## config.mk

```make
export PLATFORM = sky130hd
export DESIGN_NAME = gpio_lvlmatch
export DESIGN_NICKNAME = d
export VERILOG_FILES = /design/src/rtl/gpio_lvl_pkg.sv /design/src/rtl/gpio_sync.sv /design/src/rtl/gpio_regs.sv /design/src/rtl/gpio_pinmux.sv /design/src/rtl/gpio_irq.sv /design/src/rtl/gpio_lvlmatch.sv
export SDC_FILE = /design/constraint.sdc
export NUM_CORES = 1
export LEC_CHECK = 0
export CAP_MARGIN = 20
export CORE_MARGIN = 4
export CORE_UTILIZATION = 45
export CTS_CLUSTER_SIZE = 20
export DETAILED_ROUTE_END_ITERATION = 6
export HOLD_SLACK_MARGIN = 0.06
export MAX_ROUTING_LAYER = met4
export PLACE_DENSITY = 0.77
export SYNTH_ARGS = -nofsm -noshare
export SYNTH_HDL_FRONTEND = slang
export SYNTH_SLANG_ARGS = --single-unit
```

## constraint.sdc

```tcl
create_clock -name clk -period 1.2 [get_ports clk]
set_clock_uncertainty 0.05 [all_clocks]
set_input_delay 0.36 -clock clk [delete_from_list [all_inputs] [get_ports clk]]
set_output_delay 0.36 -clock clk [all_outputs]
set_load 0.02 [all_outputs]
```

## src/rtl/gpio_lvl_pkg.sv

```systemverilog
package gpio_lvl_pkg;
  localparam int BUS_DW = 32;
  localparam int BUS_AW = 5;

  typedef enum logic [2:0] {
    RG_FUNC = 3'd0,
    RG_DIR  = 3'd1,
    RG_DATA = 3'd2,
    RG_LVL  = 3'd3,
    RG_STAT = 3'd4,
    RG_NMIE = 3'd5
  } reg_idx_e;
endpackage

```

## src/rtl/gpio_sync.sv

```systemverilog
module gpio_sync #(
  parameter int W = 14
) (
  input  logic         clk,
  input  logic         rst_n,
  input  logic [W-1:0] d,
  output logic [W-1:0] q
);
  logic [W-1:0] stage1, stage2;
  logic [1:0]   age;

  always_ff @(posedge clk or negedge rst_n) begin
    if (!rst_n) begin
      stage1 <= '0;
      stage2 <= '0;
      age    <= '0;
    end else begin
      stage1 <= d;
      stage2 <= stage1;
      if (age != 2'd3) age <= age + 2'd1;
    end
  end

  assign q = stage2;


  sync_latency_chk: assert property (@(posedge clk) disable iff (!rst_n)
    (age == 2'd3) |-> (q == $past(d, 2)));
endmodule

```

## src/rtl/gpio_regs.sv

```systemverilog
module gpio_regs
  import gpio_lvl_pkg::*;
#(
  parameter int NPINS = 14
) (
  input  logic              clk,
  input  logic              rst_n,
  input  logic [BUS_AW-1:0] bus_addr,
  input  logic              bus_wr,
  input  logic [BUS_DW-1:0] bus_wdata,
  input  logic              bus_rd,
  output logic [BUS_DW-1:0] bus_rdata,
  input  logic [NPINS-1:0]  pin_s,
  input  logic [NPINS-1:0]  stat,
  output logic [NPINS-1:0]  func,
  output logic [NPINS-1:0]  dir,
  output logic [NPINS-1:0]  dout,
  output logic [NPINS-1:0]  lvl,
  output logic [NPINS-1:0]  nmie,
  output logic [NPINS-1:0]  clr
);
  localparam int IDX_W = BUS_AW - 2;

  logic [IDX_W-1:0] idx;
  logic [NPINS-1:0] wbits, rsel;
  logic             unused_bits;

  assign idx         = bus_addr[BUS_AW-1:2];
  assign wbits       = bus_wdata[NPINS-1:0];
  assign unused_bits = ^{bus_wdata[BUS_DW-1:NPINS], bus_addr[1:0]};
  assign clr         = (bus_wr && idx == RG_STAT) ? wbits : '0;

  always_ff @(posedge clk or negedge rst_n) begin
    if (!rst_n) begin
      func <= '0;
      dir  <= '0;
      dout <= '0;
      lvl  <= '0;
      nmie <= '0;
    end else if (bus_wr) begin
      case (idx)
        RG_FUNC: func <= wbits;
        RG_DIR:  dir  <= wbits;
        RG_DATA: dout <= wbits;
        RG_LVL:  lvl  <= wbits;
        RG_NMIE: nmie <= wbits;
        default: ;
      endcase
    end
  end

  always_comb begin
    case (idx)
      RG_FUNC: rsel = func;
      RG_DIR:  rsel = dir;
      RG_DATA: rsel = pin_s;
      RG_LVL:  rsel = lvl;
      RG_STAT: rsel = stat;
      RG_NMIE: rsel = nmie;
      default: rsel = '0;
    endcase
  end

  always_ff @(posedge clk or negedge rst_n) begin
    if (!rst_n)      bus_rdata <= '0;
    else if (bus_rd) bus_rdata <= {{(BUS_DW-NPINS){1'b0}}, rsel};
  end


  upper_zero_chk: assert property (@(posedge clk) disable iff (!rst_n)
    bus_rd |=> (bus_rdata[BUS_DW-1:NPINS] == '0));


  dir_write_chk: assert property (@(posedge clk) disable iff (!rst_n)
    (bus_wr && idx == RG_DIR) |=> (dir == $past(bus_wdata[NPINS-1:0])));
endmodule

```

## src/rtl/gpio_pinmux.sv

```systemverilog
module gpio_pinmux #(
  parameter int               NPINS       = 14,
  parameter logic [NPINS-1:0] ALT_OE_MASK = 14'h35F5
) (
  input  logic [NPINS-1:0] func,
  input  logic [NPINS-1:0] dir,
  input  logic [NPINS-1:0] dout,
  input  logic [NPINS-1:0] alt_out,
  output logic [NPINS-1:0] pad_out,
  output logic [NPINS-1:0] pad_oe
);
  for (genvar i = 0; i < NPINS; i++) begin : g_pin
    assign pad_oe[i]  = func[i] ? ALT_OE_MASK[i] : dir[i];
    assign pad_out[i] = func[i] ? alt_out[i]     : dout[i];
  end
endmodule

```

## src/rtl/gpio_irq.sv

```systemverilog
module gpio_irq #(
  parameter int NPINS = 14
) (
  input  logic             clk,
  input  logic             rst_n,
  input  logic [NPINS-1:0] pin_s,
  input  logic [NPINS-1:0] lvl,
  input  logic [NPINS-1:0] clr,
  input  logic [NPINS-1:0] nmie,
  output logic [NPINS-1:0] stat,
  output logic             irq,
  output logic             nmi
);
  logic [NPINS-1:0] match;

  assign match = ~(pin_s ^ lvl);

  always_ff @(posedge clk or negedge rst_n) begin
    if (!rst_n) stat <= '0;
    else        stat <= (stat | match) & ~clr;
  end

  assign nmi = |(stat & nmie);
  assign irq = |(stat & ~nmie);


  sticky_hold_chk: assert property (@(posedge clk) disable iff (!rst_n)
    (|(stat & ~clr)) |=> ((stat & $past(stat & ~clr)) == $past(stat & ~clr)));


  w1c_clear_chk: assert property (@(posedge clk) disable iff (!rst_n)
    (|clr) |=> ((stat & $past(clr)) == '0));
endmodule

```

## src/rtl/gpio_lvlmatch.sv

```systemverilog
module gpio_lvlmatch
  import gpio_lvl_pkg::*;
#(
  parameter int               NPINS       = 14,
  parameter logic [NPINS-1:0] ALT_OE_MASK = 14'h35F5
) (
  input  logic              clk,
  input  logic              rst_n,
  input  logic [BUS_AW-1:0] bus_addr,
  input  logic              bus_wr,
  input  logic [BUS_DW-1:0] bus_wdata,
  input  logic              bus_rd,
  output logic [BUS_DW-1:0] bus_rdata,
  input  logic [NPINS-1:0]  pad_in,
  output logic [NPINS-1:0]  pad_out,
  output logic [NPINS-1:0]  pad_oe,
  input  logic [NPINS-1:0]  alt_out,
  output logic [NPINS-1:0]  alt_in,
  output logic              irq,
  output logic              nmi
);
  logic [NPINS-1:0] pin_s, stat, func, dir, dout, lvl, nmie, clr;

  gpio_sync #(.W(NPINS)) u_sync (
    .clk(clk), .rst_n(rst_n), .d(pad_in), .q(pin_s)
  );

  gpio_regs #(.NPINS(NPINS)) u_regs (
    .clk(clk), .rst_n(rst_n), .bus_addr(bus_addr), .bus_wr(bus_wr),
    .bus_wdata(bus_wdata), .bus_rd(bus_rd), .bus_rdata(bus_rdata),
    .pin_s(pin_s), .stat(stat), .func(func), .dir(dir), .dout(dout),
    .lvl(lvl), .nmie(nmie), .clr(clr)
  );

  gpio_pinmux #(.NPINS(NPINS), .ALT_OE_MASK(ALT_OE_MASK)) u_mux (
    .func(func), .dir(dir), .dout(dout), .alt_out(alt_out),
    .pad_out(pad_out), .pad_oe(pad_oe)
  );

  gpio_irq #(.NPINS(NPINS)) u_irq (
    .clk(clk), .rst_n(rst_n), .pin_s(pin_s), .lvl(lvl), .clr(clr),
    .nmie(nmie), .stat(stat), .irq(irq), .nmi(nmi)
  );

  assign alt_in = pin_s;
endmodule

```

==> results of run 1 <==
==> Yosys cell counts, drive strengths merged <==
library cell  instances  area share
dfrtp               126        0.55
mux2                 86        0.18
buf                  34       0.046
nor2                 28       0.018
mux2i                20       0.035
inv                  19       0.012
a21oi                17       0.015
a22oi                15       0.020
or2                  10       0.011
xor2                 10       0.015
a221oi                8       0.012
o21ai                 8      0.0069
mux4                  7       0.027
clkbuf                6      0.0039
nor2b                 5      0.0054
o22ai                 5      0.0054
and3                  4      0.0043
o2bb2ai               4      0.0061
xnor2                 4      0.0061
nand2                 3      0.0024
nand3                 3      0.0035
o221ai                3      0.0046
a211o                 2      0.0030
a22o                  1      0.0015
a31oi                 1      0.0011
and2                  1      0.0011
and2b                 1      0.0013
conb                  1     0.00065
nand2b                1      0.0011
nand4                 1      0.0011
nor3                  1     0.00087
o21a                  1      0.0013
==> path summary, 6_finish.rpt <==
check	start	end	slack, ps	cells past startpoint
max	u_regs.nmie[12]	nmi	-870	5
min	u_sync.stage1[2]	u_sync.q[2]	290	0
max reg2reg	u_regs.func[9]	u_regs.bus_rdata[9]	-270	5
min reg2reg	u_sync.stage1[2]	u_sync.q[2]	290	0
max in group asynchronous	rst_n	u_regs.dout[11]	300	3
min in group asynchronous	rst_n	u_sync.q[1]	330	2
==> repair_timing <==
action                     in CTS  in global routing
hold endpoints to repair       35                  0
gates cloned                    1                  0
buffers inserted               31                 20
setup endpoints to repair     156                 75
pin swaps                      21                 25
hold buffers                    1                  0
gates resized for setup       378                 76
==> state kept, by name (all words and copies together), names as in the netlist <==
signal and count:
u_irq.stat 14, u_regs.nmie 14, u_regs.func 14, u_sync.q 14, u_sync.stage1 14, u_regs.dir 14
u_regs.dout 14, u_regs.lvl 14, u_regs.bus_rdata 14
==> area by class of cell <==
cell class                      instances  area (µm²)
Multi-Input combinational cell        268        2754
Clock inverter                          2       10.01
Inverter                               19       71.32
Sequential cell                       126        3156
Clock buffer                           25       495.5
Tap cell                              172       215.2
Timing Repair Buffer                  275        2609
Fill cell                             812        3258
==> power breakdown <==
group	leakage, nW	internal (mW)	switching [mW]
registers	1.46	4.92	0.553
clock network	0.251	2.78	1.69
logic	2.73	2.96	1.88
total	4.44	10.7	4.12
==> layer usage <==
metal | part of all wire | up-vias
met2 | 0.51 | 181
met4 | 0.034 | 0
met1 | 0.38 | 2331
li1 | - | 2051
met3 | 0.072 | 47
met5 | 0 | -
==> stage by stage <==
stage	power (mW)	worst slack [ps]	hold WS, ps	setup TNS (ps)	util
3_3_place_gp	9.375	-874.0	212.0	-96900	0.6429
2_1_floorplan	7.461	-234.8	14.41	-14470	-
5_1_grt	15.43	-994.3	298.8	-23380	0.7408
3_5_place_dp	9.508	-914.5	216.0	-99760	0.6429
6_report	14.79	-869.7	294.4	-20730	0.7408
4_1_cts	14.36	-850.1	296.5	-21280	0.7122
==> cells by family after synthesis <==
kind of cell	count (synthesis)
xor+xnor	14
simple gates	58
compound gates	65
flops	126
buf+inv	59
other cells	1
mux	113
==> placed cells by master, fill, tap and decap left out, types with 3 or more instances in the layout <==
cell type | Yosys | layout
buf_4 | 23 | 138
dfrtp_1 | 126 | 124
buf_6 | 6 | 79
mux2_4 | 20 | 61
clkdlybuf4s50_1 | 0 | 43
nor2_1 | 28 | 27
mux2_2 | 65 | 25
conb_1 | 1 | 18
clkbuf_16 | 0 | 17
inv_1 | 19 | 16
mux2i_1 | 20 | 16
a22oi_1 | 15 | 13
or2_4 | 0 | 10
buf_12 | 0 | 10
xor2_1 | 10 | 9
a21oi_1 | 17 | 9
a21oi_2 | 0 | 8
mux4_2 | 7 | 7
a221oi_2 | 0 | 6
o21ai_0 | 8 | 6
o22ai_1 | 5 | 4
clkbuf_8 | 0 | 4
clkbuf_1 | 6 | 4
inv_2 | 0 | 3
xnor2_1 | 4 | 3
nor2b_1 | 5 | 3
and3_4 | 0 | 3
mux2i_2 | 0 | 3
buf_2 | 5 | 3
==> flow_summary.yaml, run 1 <==
clock_network:
  cts_root_buf: "clkbuf_16"
  cts.sinks: 126
  h-tree-depth: 4
  clk_path_buf_depth: 2
  cts_tree: "yes"
  clock_latency_ps: 420
  clkTransAtPathRegs_ps: 50
  cts_made_buffers: 17
logic_synthesis:
  synthCells: 436
  yosysWarningCount: 0
  synth_fa_ha_area_frac: 0
  synth_top_family_by_area: "multiplexers"
  postSynthAreaPerCell_um2: 13.23
  synth_compound_gate_area_share: 0.07634
  synth-simple-area-share: 0.05010
  yosysSeqAreaShare: 0.5465
  synthMuxAreaShare: 0.2429
  ys_types: 38
  yosys_register_bits: 126
  synth_area_um2: 5769
  synth_xor_area_frac: 0.02125
detailed_routing:
  post_drt_wl_per_cell_um: 19.03
  drt_iter0_drc: 228
  dr_total_vias: 4610
  drtPass1Iterations: 4
  wl_um: 16880
  ant_nets: 0
  via_per_inst: 5.197
  drcViolationCount: 0
placed_design:
  dp_hpwl_um: 11410
  dp_cells: 823
  dpl_cell_area_um2: 8080
  portBuffers: 106
  gp_congestion: 0.8957
sta:
  fmax_mhz: 483.2
  finalCritPeriodShare: 1.725
  hold_viol_final: 0
  setup_viol: 71
  finalWorstSetupSlack_ps: -869.7
  final.min_clock_period_ps: 2070
  rsz0062_at_grt: "yes"
  drv_slew: 0
critical_path:
  cp.required_ps: 790
  arrival_ps: 1660
  path_cells: "a22oi_2, nand2_1, a221oi_2, nand4_1, buf_4"
  crit_path_end_kind: "output pin"
  cp.buffers_inverters: 1
  critPathKind: "reg2out"
  slowest_delay_ps: 420
  slowest_stage: "dfrtp_1"
  critical-path-top-delay-family: "flip-flops"
  critPathMaxFanout: 3
  start_kind: "flip-flop"
global_route:
  use_met1: 0.2930
  use_met2: 0.3974
  grt_use_total: 0.2439
  grt_max_degree: 32
  grt_pass1_wl_um: 26360
  overflow: 0
  antenna_found_initial: 0
  grt_pass1_vias: 5033
  met3_usage: 0.05128
  top_usage_layer: "met2"
pwr:
  power_density_nw_per_um2: 1589
  leakage_nw: 4.440
  vdd_drop_max_uv: 1158
run_status:
  status: "finished, violations left"
  violations: "setup timing"
die:
  core-area_um2: 12570
  io-pin-count: 145
  rows: 41
  die_w_um: 121.2
  die-area_um2: 14700
  initial_core_util: 0.4590
  die_y_um: 121.2
final_layout:
  antennaDiodeCount: 0
  area_growth_pct: 61.37
  drive_gt1_frac: 0.5622
  final_cells: 887
  nets: 776
  fin_area_um2: 9310
run:
  drv_cap: 0
hold_path:
  min_path_type: "reg2reg"
Power figures use the tool's default switching activity.
==> run 2, diff against run 1 <==
- SKIP_CTS_REPAIR_TIMING: default -> 1
==> run 2 against run 1 <==
Effect of this change: the run still ends with setup timing left; via count decreased by 2.4%; core utilization shrank 2.0 points; hold slack better by 0.83 ps; total power down 2.4%; non-clock buffer count down 12; cell count down 1.4%; wire length shrank 3.2%; clock power about the same; highest routed layer unchanged.
==> flow_summary.yaml, run 2 (synthesis gave the netlist of run 1 again) <==
clock_network:
  clock_latency_ps: 420
  cts.sinks: 126
  cts_root_buf: "clkbuf_16"
  cts_made_buffers: 17
  clk_path_buf_depth: 2
  clkTransAtPathRegs_ps: 50
  cts_tree: "yes"
  h-tree-depth: 4
die:
  core-area_um2: 12570
  initial_core_util: 0.4590
  rows: 41
  die-area_um2: 14700
  die_y_um: 121.2
  die_w_um: 121.2
  io-pin-count: 145
placed_design:
  portBuffers: 106
  gp_congestion: 0.8957
  dp_cells: 823
  dp_hpwl_um: 11410
  place_ws_ps: -914.5
  dpl_cell_area_um2: 8080
run_status:
  status: "finished, violations left"
  violations: "setup timing"
final_layout:
  antennaDiodeCount: 0
  nets: 764
  area_growth_pct: 57.06
  fin_area_um2: 9061
  fin_util: 0.7210
  drive_gt1_frac: 0.5391
  multi_input_area_um2: 2669
  fill_cells: 854
  final_common_cell: "buf_4"
  final_cell_mix: "buf_4, dfrtp_1, buf_6, mux2_4, clkdlybuf4s50_1"
  final_cells: 875
  seq_area_um2: 3154
pwr:
  p_total_mw: 14.43
  power_density_nw_per_um2: 1592
  vdd_drop_max_uv: 1136
  leakage_nw: 4.338
critical_path:
  arrival_ps: 1630
  critPathMaxFanout: 3
  start_kind: "flip-flop"
  crit_path_end_kind: "output pin"
  critPathKind: "reg2out"
  cp.required_ps: 790
  startpoint: "u_regs.nmie[10]"
  r2r_start: "u_regs.func[9]"
global_route:
  grt_pass1_vias: 4797
  use_met2: 0.3796
  overflow: 0
  grt_use_total: 0.2306
  use_met1: 0.2814
  top_usage_layer: "met2"
  antenna_found_initial: 0
  met3_usage: 0.04802
  grt_max_degree: 32
  grt_pass1_wl_um: 24920
detailed_routing:
  ant_nets: 0
  drcViolationCount: 0
  via_per_inst: 5.143
  drt_iter0_drc: 240
  drtPass1Iterations: 4
  wl_um: 16330
  dr_total_vias: 4500
  post_drt_wl_per_cell_um: 18.67
run:
  drv_cap: 0
sta:
  setup_viol: 71
  drv_slew: 0
  rsz0062_at_grt: "yes"
  fmax_mhz: 490.7
  finalWorstSetupSlack_ps: -837.8
  whs_ps: 295.3
  finalCritPeriodShare: 1.698
  fin_setup_tns_ps: -20200
  final.min_clock_period_ps: 2038
  hold_viol_final: 0
hold_path:
  min_path_type: "reg2reg"
  hold_start: "u_sync.stage1[2]"
## run 2: changes by cell type in the layout (fill, tap and decap cells not counted), sizes merged
| cell | delta |
|---|---|
| buf | -19 |
| clkbuf | +7 |
## run 2: area by class of cell
class	instances	area share
repair buffers	263	0.2700
inverters	19	0.007871
flip-flops and latches	126	0.3481
clock buffers	25	0.05468
well taps	172	0.02375
multi-input cells	268	0.2945
clock inverters	2	0.001105
## run 2: path summary, 6_finish.rpt
check                                       to  slack, ps  depth (start not counted)
hold reg to reg                    u_sync.q[2]        300                          0
min in group asynchronous          u_sync.q[1]        330                          2
hold / removal                     u_sync.q[2]        300                          0
max in group asynchronous       u_regs.lvl[11]        290                          3
setup / recovery                           nmi       -840                          4
setup reg to reg           u_regs.bus_rdata[9]       -260                          5
## run 2: critical path: stages, from the launching register on
cell and delay [ps]:
dfrtp_1 420, a22o_1 220, a221oi_2 200, nand4_1 180
buf_4 190
## run 2: power by group
| group | internal, mW | switching, mW |
|---|---|---|
| combinational | 2.74 | 1.79 |
| sequential | 4.92 | 0.541 |
| clock | 2.78 | 1.65 |
| total | 10.4 | 3.98 |
## run 2: metal layers
metal / vias up / wire [µm] / part of all wire
met5: - / 0 / 0
met4: 0 / 391 / 0.024
met3: 33 / 899 / 0.055
met2: 160 / 8490 / 0.52
met1: 2276 / 6551 / 0.40
li1: 2031 / - / -
